`config.mk`:
```
export PLATFORM = sky130hd
export DESIGN_NAME = netctl_regs
export DESIGN_NICKNAME = d
export VERILOG_FILES = /design/src/rtl/netctl_pkg.sv /design/src/rtl/netctl_ctrl.sv /design/src/rtl/netctl_irq.sv /design/src/rtl/netctl_link.sv /design/src/rtl/netctl_regs.sv
export SDC_FILE = /design/constraint.sdc
export NUM_CORES = 1
export LEC_CHECK = 0
export BUFFER_PORTS_ARGS = -buffer_cell sky130_fd_sc_hd__buf_4
export CAP_MARGIN = 20
export CORE_MARGIN = 2
export CORE_UTILIZATION = 47
export DETAILED_ROUTE_END_ITERATION = 12
export GPL_TIMING_DRIVEN = 0
export PLACE_DENSITY = 0.7
export SLEW_MARGIN = 10
export SYNTH_ARGS = -nofsm -noshare
export SYNTH_HDL_FRONTEND = slang
export SYNTH_HIERARCHICAL = 1
export SYNTH_SLANG_ARGS = --single-unit
```
`constraint.sdc`:
```
create_clock -name clk -period 1.9 [get_ports clk]
set_input_delay 0.38 -clock clk [delete_from_list [all_inputs] [get_ports clk]]
set_output_delay 0.38 -clock clk [all_outputs]
set_load 0.01 [all_outputs]
```
`src/rtl/netctl_pkg.sv`:
```
// Shared constants for the network command and interrupt register block.
// Assumes byte-wide registers; offsets are fixed by the software map.
package netctl_pkg;
    localparam int BYTE_W      = 8;
    // register offsets
    localparam int OFF_CTRL_A  = 'h00;
    localparam int OFF_CTRL_B  = 'h01;
    localparam int OFF_MASK    = 'h08;
    localparam int OFF_STAT    = 'h09;
    localparam int OFF_LCFG    = 'h30;
    localparam int OFF_LSTAT   = 'h31;
    // control A command bit positions
    localparam int CA_RESET    = 0;
    localparam int CA_TX_GO    = 2;
    localparam int CA_RX_GO    = 3;
    // control B receive count field
    localparam int CB_CNT_LSB  = 6;
    localparam int CB_CNT_W    = 2;
    // status / mask bit positions
    localparam int EV_RX       = 1;
    localparam int EV_TX       = 2;
    localparam int EV_TX_ERR   = 4;
    // link registers
    localparam logic [BYTE_W-1:0] LCFG_RESET = 8'h84;
    localparam logic [BYTE_W-1:0] LCFG_NEG   = 8'h0C;
    localparam logic [BYTE_W-1:0] LINK_10FD  = 8'h05;
endpackage

```
`src/rtl/netctl_ctrl.sv`:
```
// Control A / control B registers and command pulse generation.
// Commands fire on 0-to-1 transitions against the stored control A value.
// Assumes write enables are single-cycle strobes already decoded.
module netctl_ctrl
    import netctl_pkg::*;
(
    input  logic              clk,
    input  logic              rst_n,
    input  logic              wr_a,
    input  logic              wr_b,
    input  logic [BYTE_W-1:0] wdata,
    input  logic              rx_done,
    input  logic              tx_loaded,
    output logic [BYTE_W-1:0] ctrl_a,
    output logic [BYTE_W-1:0] ctrl_b,
    output logic              tx_reject,
    output logic              soft_rst_pulse,
    output logic              rx_start_pulse,
    output logic              tx_start_pulse
);
    logic [BYTE_W-1:0] rise;

    // Bits that this write takes from 0 to 1.
    always_comb begin
        rise = wr_a ? (wdata & ~ctrl_a) : '0;
    end

    // A transmit command without a loaded frame is rejected.
    assign tx_reject = rise[CA_TX_GO] & ~tx_loaded;

    // Store the control bytes.
    always_ff @(posedge clk) begin
        if (!rst_n) begin
            ctrl_a <= '0;
            ctrl_b <= '0;
        end else begin
            if (wr_a) ctrl_a <= wdata;
            if (wr_b) ctrl_b <= wdata;
        end
    end

    // Register the one-cycle command pulses, including receive re-arm.
    always_ff @(posedge clk) begin
        if (!rst_n) begin
            soft_rst_pulse <= 1'b0;
            rx_start_pulse <= 1'b0;
            tx_start_pulse <= 1'b0;
        end else begin
            soft_rst_pulse <= rise[CA_RESET];
            rx_start_pulse <= rise[CA_RX_GO] | (rx_done & ctrl_a[CA_RX_GO]);
            tx_start_pulse <= rise[CA_TX_GO] & tx_loaded;
        end
    end


    tx_needs_frame_chk: assert property (@(posedge clk) disable iff (!rst_n)
        tx_start_pulse |-> $past(tx_loaded));

    tx_pulse_single_chk: assert property (@(posedge clk) disable iff (!rst_n)
        tx_start_pulse |=> !tx_start_pulse);

    rst_pulse_single_chk: assert property (@(posedge clk) disable iff (!rst_n)
        soft_rst_pulse |=> !soft_rst_pulse);
endmodule

```
`src/rtl/netctl_irq.sv`:
```
// Interrupt mask, write-one-to-clear status, receive event coalescing
// and the registered interrupt line. A set from an event wins over a
// clear in the same cycle. Assumes event inputs are one-cycle pulses.
module netctl_irq
    import netctl_pkg::*;
#(
    parameter int COAL_LOG_MAX = 3
) (
    input  logic                clk,
    input  logic                rst_n,
    input  logic                wr_mask,
    input  logic                wr_stat,
    input  logic [BYTE_W-1:0]   wdata,
    input  logic                rx_done,
    input  logic                tx_done,
    input  logic                tx_reject,
    input  logic [CB_CNT_W-1:0] rx_sel,
    output logic [BYTE_W-1:0]   mask,
    output logic [BYTE_W-1:0]   status,
    output logic                irq
);
    localparam int CNT_W = COAL_LOG_MAX + 1;

    logic [CNT_W-1:0]  rx_cnt;
    logic [CNT_W-1:0]  rx_thr;
    logic [CNT_W-1:0]  rx_next;
    logic              rx_hit;
    logic [BYTE_W-1:0] set_vec;
    logic [BYTE_W-1:0] clr_vec;

    // Threshold and hit detection for the receive count.
    always_comb begin
        rx_thr  = CNT_W'(1) << rx_sel;
        rx_next = rx_cnt + CNT_W'(1);
        rx_hit  = rx_done && (rx_next >= rx_thr);
    end

    // Per-bit set sources and software clear vector.
    always_comb begin
        set_vec            = '0;
        set_vec[EV_RX]     = rx_hit & mask[EV_RX];
        set_vec[EV_TX]     = tx_done & mask[EV_TX];
        set_vec[EV_TX_ERR] = tx_reject;
        clr_vec            = wr_stat ? wdata : '0;
    end

    // Count received frames toward the selected threshold.
    always_ff @(posedge clk) begin
        if (!rst_n)      rx_cnt <= '0;
        else if (rx_hit) rx_cnt <= '0;
        else if (rx_done) rx_cnt <= rx_next;
    end

    // Mask register, status register and interrupt line.
    always_ff @(posedge clk) begin
        if (!rst_n) begin
            mask   <= '0;
            status <= '0;
            irq    <= 1'b0;
        end else begin
            if (wr_mask) mask <= wdata;
            status <= (status & ~clr_vec) | set_vec;
            irq    <= |(status & mask);
        end
    end


    tx_set_masked_chk: assert property (@(posedge clk) disable iff (!rst_n)
        $rose(status[EV_TX]) |-> $past(mask[EV_TX]));

    rx_set_masked_chk: assert property (@(posedge clk) disable iff (!rst_n)
        $rose(status[EV_RX]) |-> ($past(mask[EV_RX]) && $past(rx_done)));

    w1c_clear_chk: assert property (@(posedge clk) disable iff (!rst_n)
        (wr_stat && !rx_done && !tx_done && !tx_reject) |=> ((status & $past(wdata)) == '0));

    irq_source_chk: assert property (@(posedge clk) disable iff (!rst_n)
        $rose(irq) |-> $past(|(status & mask)));
endmodule

```
`src/rtl/netctl_link.sv`:
```
// Link negotiation config and status. A negotiation or restart request
// reports a fixed 10 Mbit full-duplex link immediately. Status is read-only.
module netctl_link
    import netctl_pkg::*;
(
    input  logic              clk,
    input  logic              rst_n,
    input  logic              wr_cfg,
    input  logic [BYTE_W-1:0] wdata,
    output logic [BYTE_W-1:0] lcfg,
    output logic [BYTE_W-1:0] lstat
);
    // Store config and publish the link result on a negotiation request.
    always_ff @(posedge clk) begin
        if (!rst_n) begin
            lcfg  <= LCFG_RESET;
            lstat <= '0;
        end else if (wr_cfg) begin
            lcfg <= wdata;
            if (|(wdata & LCFG_NEG)) lstat <= LINK_10FD;
        end
    end


    lstat_cause_chk: assert property (@(posedge clk) disable iff (!rst_n)
        !$stable(lstat) |-> $past(wr_cfg && (|(wdata & LCFG_NEG))));
endmodule

```
`src/rtl/netctl_regs.sv`:
```
// Top of the network command and interrupt register block: address
// decode, read mux and the three register groups. Reads are combinational.
module netctl_regs
    import netctl_pkg::*;
#(
    parameter int ADDR_W       = 8,
    parameter int COAL_LOG_MAX = 3
) (
    input  logic              clk,
    input  logic              rst_n,
    input  logic [ADDR_W-1:0] reg_addr,
    input  logic [BYTE_W-1:0] reg_wdata,
    input  logic              reg_wr,
    output logic [BYTE_W-1:0] reg_rdata,
    input  logic              rx_done,
    input  logic              tx_done,
    input  logic              tx_loaded,
    output logic              soft_rst_pulse,
    output logic              rx_start_pulse,
    output logic              tx_start_pulse,
    output logic              irq
);
    logic              wr_a, wr_b, wr_mask, wr_stat, wr_cfg;
    logic              tx_reject;
    logic [BYTE_W-1:0] ctrl_a, ctrl_b, mask, status, lcfg, lstat;

    // Decode the write strobe per register.
    always_comb begin
        wr_a    = reg_wr && (reg_addr == ADDR_W'(OFF_CTRL_A));
        wr_b    = reg_wr && (reg_addr == ADDR_W'(OFF_CTRL_B));
        wr_mask = reg_wr && (reg_addr == ADDR_W'(OFF_MASK));
        wr_stat = reg_wr && (reg_addr == ADDR_W'(OFF_STAT));
        wr_cfg  = reg_wr && (reg_addr == ADDR_W'(OFF_LCFG));
    end

    netctl_ctrl u_ctrl (
        .clk            (clk),
        .rst_n          (rst_n),
        .wr_a           (wr_a),
        .wr_b           (wr_b),
        .wdata          (reg_wdata),
        .rx_done        (rx_done),
        .tx_loaded      (tx_loaded),
        .ctrl_a         (ctrl_a),
        .ctrl_b         (ctrl_b),
        .tx_reject      (tx_reject),
        .soft_rst_pulse (soft_rst_pulse),
        .rx_start_pulse (rx_start_pulse),
        .tx_start_pulse (tx_start_pulse)
    );

    netctl_irq #(.COAL_LOG_MAX(COAL_LOG_MAX)) u_irq (
        .clk       (clk),
        .rst_n     (rst_n),
        .wr_mask   (wr_mask),
        .wr_stat   (wr_stat),
        .wdata     (reg_wdata),
        .rx_done   (rx_done),
        .tx_done   (tx_done),
        .tx_reject (tx_reject),
        .rx_sel    (ctrl_b[CB_CNT_LSB +: CB_CNT_W]),
        .mask      (mask),
        .status    (status),
        .irq       (irq)
    );

    netctl_link u_link (
        .clk    (clk),
        .rst_n  (rst_n),
        .wr_cfg (wr_cfg),
        .wdata  (reg_wdata),
        .lcfg   (lcfg),
        .lstat  (lstat)
    );

    // Read mux; unmapped addresses return zero.
    always_comb begin
        if      (reg_addr == ADDR_W'(OFF_CTRL_A)) reg_rdata = ctrl_a;
        else if (reg_addr == ADDR_W'(OFF_CTRL_B)) reg_rdata = ctrl_b;
        else if (reg_addr == ADDR_W'(OFF_MASK))   reg_rdata = mask;
        else if (reg_addr == ADDR_W'(OFF_STAT))   reg_rdata = status;
        else if (reg_addr == ADDR_W'(OFF_LCFG))   reg_rdata = lcfg;
        else if (reg_addr == ADDR_W'(OFF_LSTAT))  reg_rdata = lstat;
        else                                      reg_rdata = '0;
    end
endmodule

```
==> results by group, run 1 <==
Outcome
  – Status: completed

Power and ir drop
  – Leak: ~1.3 nW
  – Power per Cell Area: between 500 and 600 nW/um2
  – P_int: between 1.5 and 2 mW
  – Clk pwr share: 0.390
  – Net Sw Frac: 0.233
  – Maximum vdd drop: approximately 0.37 mV
  – Final Total Pwr: 2.02 mW
  – Sw Pwr: between 0.4 and 0.5 mW
  – Gate power share: 0.103
  – Register share of total power: 0.507

Detailed routing
  – DRT Wirelength: 7020 um
  – Routed vias: about 2300
  – Initial DRC count: around 160
  – DR vias/cell: 5.56
  – DRC: 0
  – Routed len/inst: approximately 17 um
  – Antenna-violating nets left: 0
  – DR pass1 iterations: 4

Run
  – Max Cap Viol: 0

Die
  – Die area: about 6300 um2
  – Die width: ~80 um
  – Core Region: between 5000 and 6000 um2
  – DIE HEIGHT: about 80 um
  – Num ports: 34
  – Cell row count: 27
  – Starting Density: 0.488

Layout
  – Layout cells sized above 1: 0.345
  – Layout area overhead: 28.8%
  – Layout Utilization: 0.628
  – # diodes: 0
  – Fin nets: between 300 and 400
  – Most frequent cells in the layout: dfxtp_1, buf_4, mux2i_1
  – Commonest non-fill, non-tap cell in the layout: dfxtp_1
  – Filler cell count: 477

Min path
  – Hold Crit Class: in2reg
  – Hold_sp: reg_wdata[7]

Timing
  – Clk_skew: 2.59 ps
  – Slew Limit Fails: 0
  – Setup_tns: 0 ps
  – Hold Vio Cnt, Final: 0
  – Tcrit/Tclk final: 0.998
  – RSZ-0062 raised after global routing: yes
  – Setup ws final: 3.66 ps
  – Endpoints failing setup: 0
  – Max Clk Rate: 0.527 GHz
  – Minimum clock period: 1900 ps

Setup path
  – Reg2reg start: u_ctrl/ctrl_b[7]$_SDFFE_PN0P_
  – Crit Path Class: reg2out
  – Worst setup SP type: flop
  – Crit. Startpoint: u_irq/mask[7]$_SDFFE_PN0P_
  – Arrival time worst endpoint: roughly 1500 ps
  – Critical-path maximum fanout: 4
  – Setup crit end kind: output port
  – Critical Path RT: between 1500 and 2000 ps

Global routing
  – Vias in the first global route: about 2300
  – Largest net degree at the start of global routing: 19
  – GRT Util Overall: 0.233
  – Grt ovf: 0
  – Initial antenna violation count: 0
  – First-pass GRT wire length: 11400 um

Clock network
  – Num CTS Buffers: 5
  – CTS H-tree depth: 2
  – Root Buffer: clkbuf_8
  – Clock sink count: 49
  – Post-CTS Hold Buffers: 0
  – Worst skew pair latency: 310 ps
  – Longest Clk Path Bufs: 2
  – TritonCTS clock tree: built
  – Clock Pin Slew Worst Setup and Hold Paths: around 90 ps

Synthesis
  – Mapped Avg Cell Area: just over 9 um2
  – Synth cell types: 41
  – Sequential share of the synthesized area: 0.365
  – Post-Synthesis Cells: 296
  – Primary FF master, synth: dfxtp_1
  – Asr flop ratio synth: 0
  – Synth Register Bits: 49
  – Post-synth EDFFs: 0
  – Synth warn: 6
  – Syn Std Cell Area: around 2700 um2

Placed design
  – Dpl ws: -473 ps
  – Routability cong.: 0.843
  – PortBufs: 33
  – Final HPWL DP: 4730 um
-- synth_stat cells, drive strengths merged, types with 2 or more instances --
cell type	number	area share
o211ai	2	0.0056
buf	16	0.046
o21ai	10	0.019
nand2b	8	0.021
nand3	17	0.032
a21oi	10	0.019
nor4	2	0.010
inv	2	0.0028
nor2	20	0.028
mux2i	34	0.13
nand2	24	0.034
o21a	2	0.0056
dfxtp	49	0.36
and4b	2	0.0079
nor3	4	0.0074
nor2b	24	0.056
ha	5	0.023
mux2	14	0.059
and3	9	0.021
a22oi	19	0.053
clkbuf	10	0.014
-- cell families (layout without fill, tap and decap cells) --
kind of cell	after synthesis	after routing	synth area share
AND/OR/NAND/NOR	115	115	0.233
flip-flops	49	49	0.365
AO/OA/AOI/OAI	48	48	0.122
multiplexers	48	48	0.185
buffers and inverters	28	72	0.0633
adder cells (fa/ha/maj)	5	5	0.0233
XOR/XNOR	2	2	0.00652
other	1	6	0.00140
-- power groups by stage --
stage          registers (mW)  clock network (mW)  logic [mW]
5_1_grt                  1.03               0.846       0.225
3_3_place_gp             1.05                   0       0.167
6_report                 1.03               0.789       0.209
3_5_place_dp             1.05                   0       0.167
2_1_floorplan            1.05                   0      0.0848
4_1_cts                  1.03               0.809       0.199
-- metrics by stage --
step                hold WS [ps]  cells  instance area, um2
finish                       286    417                3460
floorplan                    422    301                2710
global route                 283    417                3460
detailed placement           444    406                3040
global placement             436    406                3040
CTS                          286    419                3340
-- cell type report --
| class | count | area [um2] | area share |
|---|---|---|---|
| Sequential cell | 49 | 992 | 0.287 |
| Clock inverter | 2 | 37.5 | 0.0108 |
| Clock buffer | 6 | 82.6 | 0.0239 |
| Inverter | 2 | 7.51 | 0.00217 |
| Timing Repair Buffer | 39 | 373 | 0.108 |
| Tap cell | 72 | 90.1 | 0.0260 |
| Buffer | 23 | 165 | 0.0477 |
| Multi-Input combinational cell | 224 | 1710 | 0.495 |
-- routing by layer --
layer / wire length, um / GRT usage
met2: 3320 / 0.369
met1: 3260 / 0.323
met4: 114 / 0.0672
met5: 0 / 0
met3: 330 / 0.0441
-- sequential cells by signal, summed over array words and instances, names as in the netlist --
register / count
u_ctrl/soft_rst_pulse: 1
u_irq/irq: 1
u_link/lcfg: 8
u_ctrl/ctrl_a: 8
u_ctrl/ctrl_b: 8
u_link/lstat: 1
u_irq/mask: 8
u_irq/rx_cnt: 4
u_irq/status: 8
u_ctrl/tx_start_pulse: 1
u_ctrl/rx_start_pulse: 1
-- worst max-delay path, stage by stage, from the launching register on --
cell	delay [ps]
dfxtp_2	350
mux2_4	270
a22oi_2	180
nand3_1	90
and3_1	200
buf_6	120
-- final timing paths --
kind                                     end  slack (ps)  cells past startpoint
hold reg to reg   u_irq/status[0]$_SDFF_PN0_         450                      2
setup reg to reg  u_irq/status[1]$_SDFF_PN0_         120                      6
hold / removal    u_irq/status[7]$_SDFF_PN0_         290                      2
setup / recovery                reg_rdata[7]           4                      5
-- what timing repair did --
| action | CTS | global route |
|---|---|---|
| hold endpoints to repair | 0 | 0 |
| setup buffers | 2 | 0 |
| setup endpoints to repair | 19 | 15 |
| gates resized for setup | 29 | 38 |
| gates cloned | 4 | 0 |
| pin swaps | 6 | 13 |
No activity file was read; power rests on OpenSTA's default activity.
==> run 2, diff against run 1 <==
==> constraint.sdc (replaced) <==
create_clock -name clk -period 1.9 [get_ports clk]
set_input_delay 0.095 -clock clk [delete_from_list [all_inputs] [get_ports clk]]
set_output_delay 0.095 -clock clk [all_outputs]
set_load 0.01 [all_outputs]
==> results by group, run 2 (same netlist as run 1, synthesis figures left out) <==
Clock network
  – Longest Clk Path Bufs: 2
  – Clock Pin Slew Worst Setup and Hold Paths: roughly 90 ps
  – Clock sink count: 49
  – Root Buffer: clkbuf_8
  – CTS H-tree depth: 2
  – TritonCTS clock tree: built
  – Worst skew pair latency: a little over 300 ps
  – Num CTS Buffers: 5

Detailed routing
  – Initial DRC count: approximately 110
  – DRT Wirelength: 6560 um
  – DRC: 0
  – Routed len/inst: 15.8 um
  – Antenna-violating nets left: 0
  – Routed vias: approximately 2300
  – DR vias/cell: about 5.5
  – DR pass1 iterations: 4

Setup path
  – R2R setup slack: between 100 and 150 ps
  – Crit Path Class: reg2reg
  – Setup crit end kind: flop
  – Reg2Reg Capture Point: u_irq/status[1]$_SDFF_PN0_
  – Reg2reg start: u_irq/rx_cnt[0]$_SDFFE_PP0P_
  – Worst setup SP type: flop
  – Critical Path RT: 2110 ps
  – Critical-path maximum fanout: 5
  – Arrival time worst endpoint: between 1500 and 2000 ps
  – FF-to-FF path depth: 6

Layout
  – Fin nets: 370
  – Layout area overhead: 20.1%
  – # diodes: 0
  – Most frequent cells in the layout: dfxtp_1, buf_4, mux2i_1
  – Filler cell count: approximately 510
  – Register area: 988 um2
  – Layout cells sized above 1: 0.247
  – Layout Utilization: 0.586
  – Area of the multi-input gates: between 1500 and 2000 um2
  – Commonest non-fill, non-tap cell in the layout: dfxtp_1

Global routing
  – First-pass GRT wire length: between 10000 and 15000 um
  – Vias in the first global route: 2183
  – Grt ovf: 0
  – GRT Util Overall: 0.221
  – Largest net degree at the start of global routing: 19
  – Initial antenna violation count: 0

Timing
  – Hold Vio Cnt, Final: 0
  – Minimum clock period: between 1500 and 2000 ps
  – Tcrit/Tclk final: 0.934
  – Endpoints failing setup: 0
  – Setup ws final: ~130 ps
  – Slew Limit Fails: 0
  – Max Clk Rate: between 0.5 and 0.6 GHz
  – Worst-margin pin slew: ~520 ps
  – Clk_skew: approximately 4.6 ps
  – Setup_tns: 0 ps
  – RSZ-0062 raised after global routing: no
  – Final hold slack: around 7.6 ps
  – Relative max-transition margin: 0.650

Run
  – Max Cap Viol: 0

Die
  – Core Region: approximately 5500 um2
  – Die width: around 80 um
  – Num ports: 34
  – Die area: roughly 6300 um2
  – Starting Density: 0.488
  – Cell row count: 27
  – DIE HEIGHT: 79.6 um

Min path
  – Hold depth: 2
  – WHS Endpoint: u_irq/status[0]$_SDFF_PN0_
  – Hold_sp: reg_wdata[0]
  – Hold Crit Class: in2reg

Outcome
  – Status: completed

Placed design
  – PortBufs: 33
  – Final HPWL DP: between 4000 and 5000 um
  – Routability cong.: 0.843
  – Dpl ws: -188 ps

Power and ir drop
  – Leak: 1.23 nW
  – Power per Cell Area: 617 nW/um2
  – Maximum vdd drop: between 0.3 and 0.4 mV
  – Final Total Pwr: 1.99 mW
run 2: cell types whose count changed in the layout (fill, tap and decap cells not counted), sizes merged:
cell,change
dlygate4sd3,+2
buf,-6
clkbuf,+3
run 2: worst max path at each step:
stage / endpoint / slack [ps] / startpoint
after floorplan: u_irq/status[1]$_SDFF_PN0_ / 200 / u_irq/rx_cnt[0]$_SDFFE_PP0P_
after global placement: u_irq/mask[0]$_SDFFE_PN0P_ / -190 / reg_addr[5]
after detailed placement: u_irq/mask[3]$_SDFFE_PN0P_ / -190 / reg_addr[5]
after CTS: u_irq/status[1]$_SDFF_PN0_ / 20 / u_irq/rx_cnt[0]$_SDFFE_PP0P_
after global routing: u_irq/rx_cnt[2]$_SDFFE_PP0P_ / 7 / u_ctrl/ctrl_b[7]$_SDFFE_PN0P_
final: u_irq/status[1]$_SDFF_PN0_ / 130 / u_irq/rx_cnt[0]$_SDFFE_PP0P_
run 2: metrics by stage:
step | cell area (um2) | std cells
after global routing | 3230 | 416
final | 3230 | 416
after floorplan | 2710 | 301
after detailed placement | 3040 | 406
after CTS | 3170 | 414
after global placement | 3040 | 406
run 2: what timing repair did:
| action | CTS | global route |
|---|---|---|
| endpoints found under the hold margin | 0 | 2 |
| setup endpoints to repair | 1 | 13 |
| pin swaps | 0 | 3 |
| hold buffers | 0 | 2 |
| setup buffers | 0 | 0 |
| gates resized for setup | 1 | 11 |
run 2: where the power goes:
| part | switching (mW) | leakage, nW | internal [mW] |
|---|---|---|---|
| sequential | 0.000882 | 0.397 | 1.03 |
| clock | 0.366 | 0.0574 | 0.428 |
| combinational | 0.0941 | 0.779 | 0.0782 |
| total | 0.461 | 1.23 | 1.53 |
run 2: critical path, cell delays in order (launching register included):
cell and delay, ps:
dfxtp_4 400, nand3_1 90, xnor2_1 180, ha_2 240, a2111oi_4 460, nor3_1 130
o21a_1 180
run 2: routing by layer:
| layer | up-vias | global-route usage | wire length [um] |
|---|---|---|---|
| met5 | - | 0 | 0 |
| met3 | 9 | 0.0419 | 248 |
| met4 | 0 | 0.0569 | 73 |
| met2 | 52 | 0.358 | 2990 |
| li1 | 1131 | - | - |
| met1 | 1089 | 0.301 | 3240 |
run 2: cell type report:
cell class                 instances  share of cell area
multi-input combinational        224               0.493
sequential                        49               0.306
timing repair buffer              35              0.0829
buffer                            26              0.0508
tap                               72              0.0279
clock buffer                       6              0.0256
clock inverter                     2              0.0116
inverter                           2             0.00233
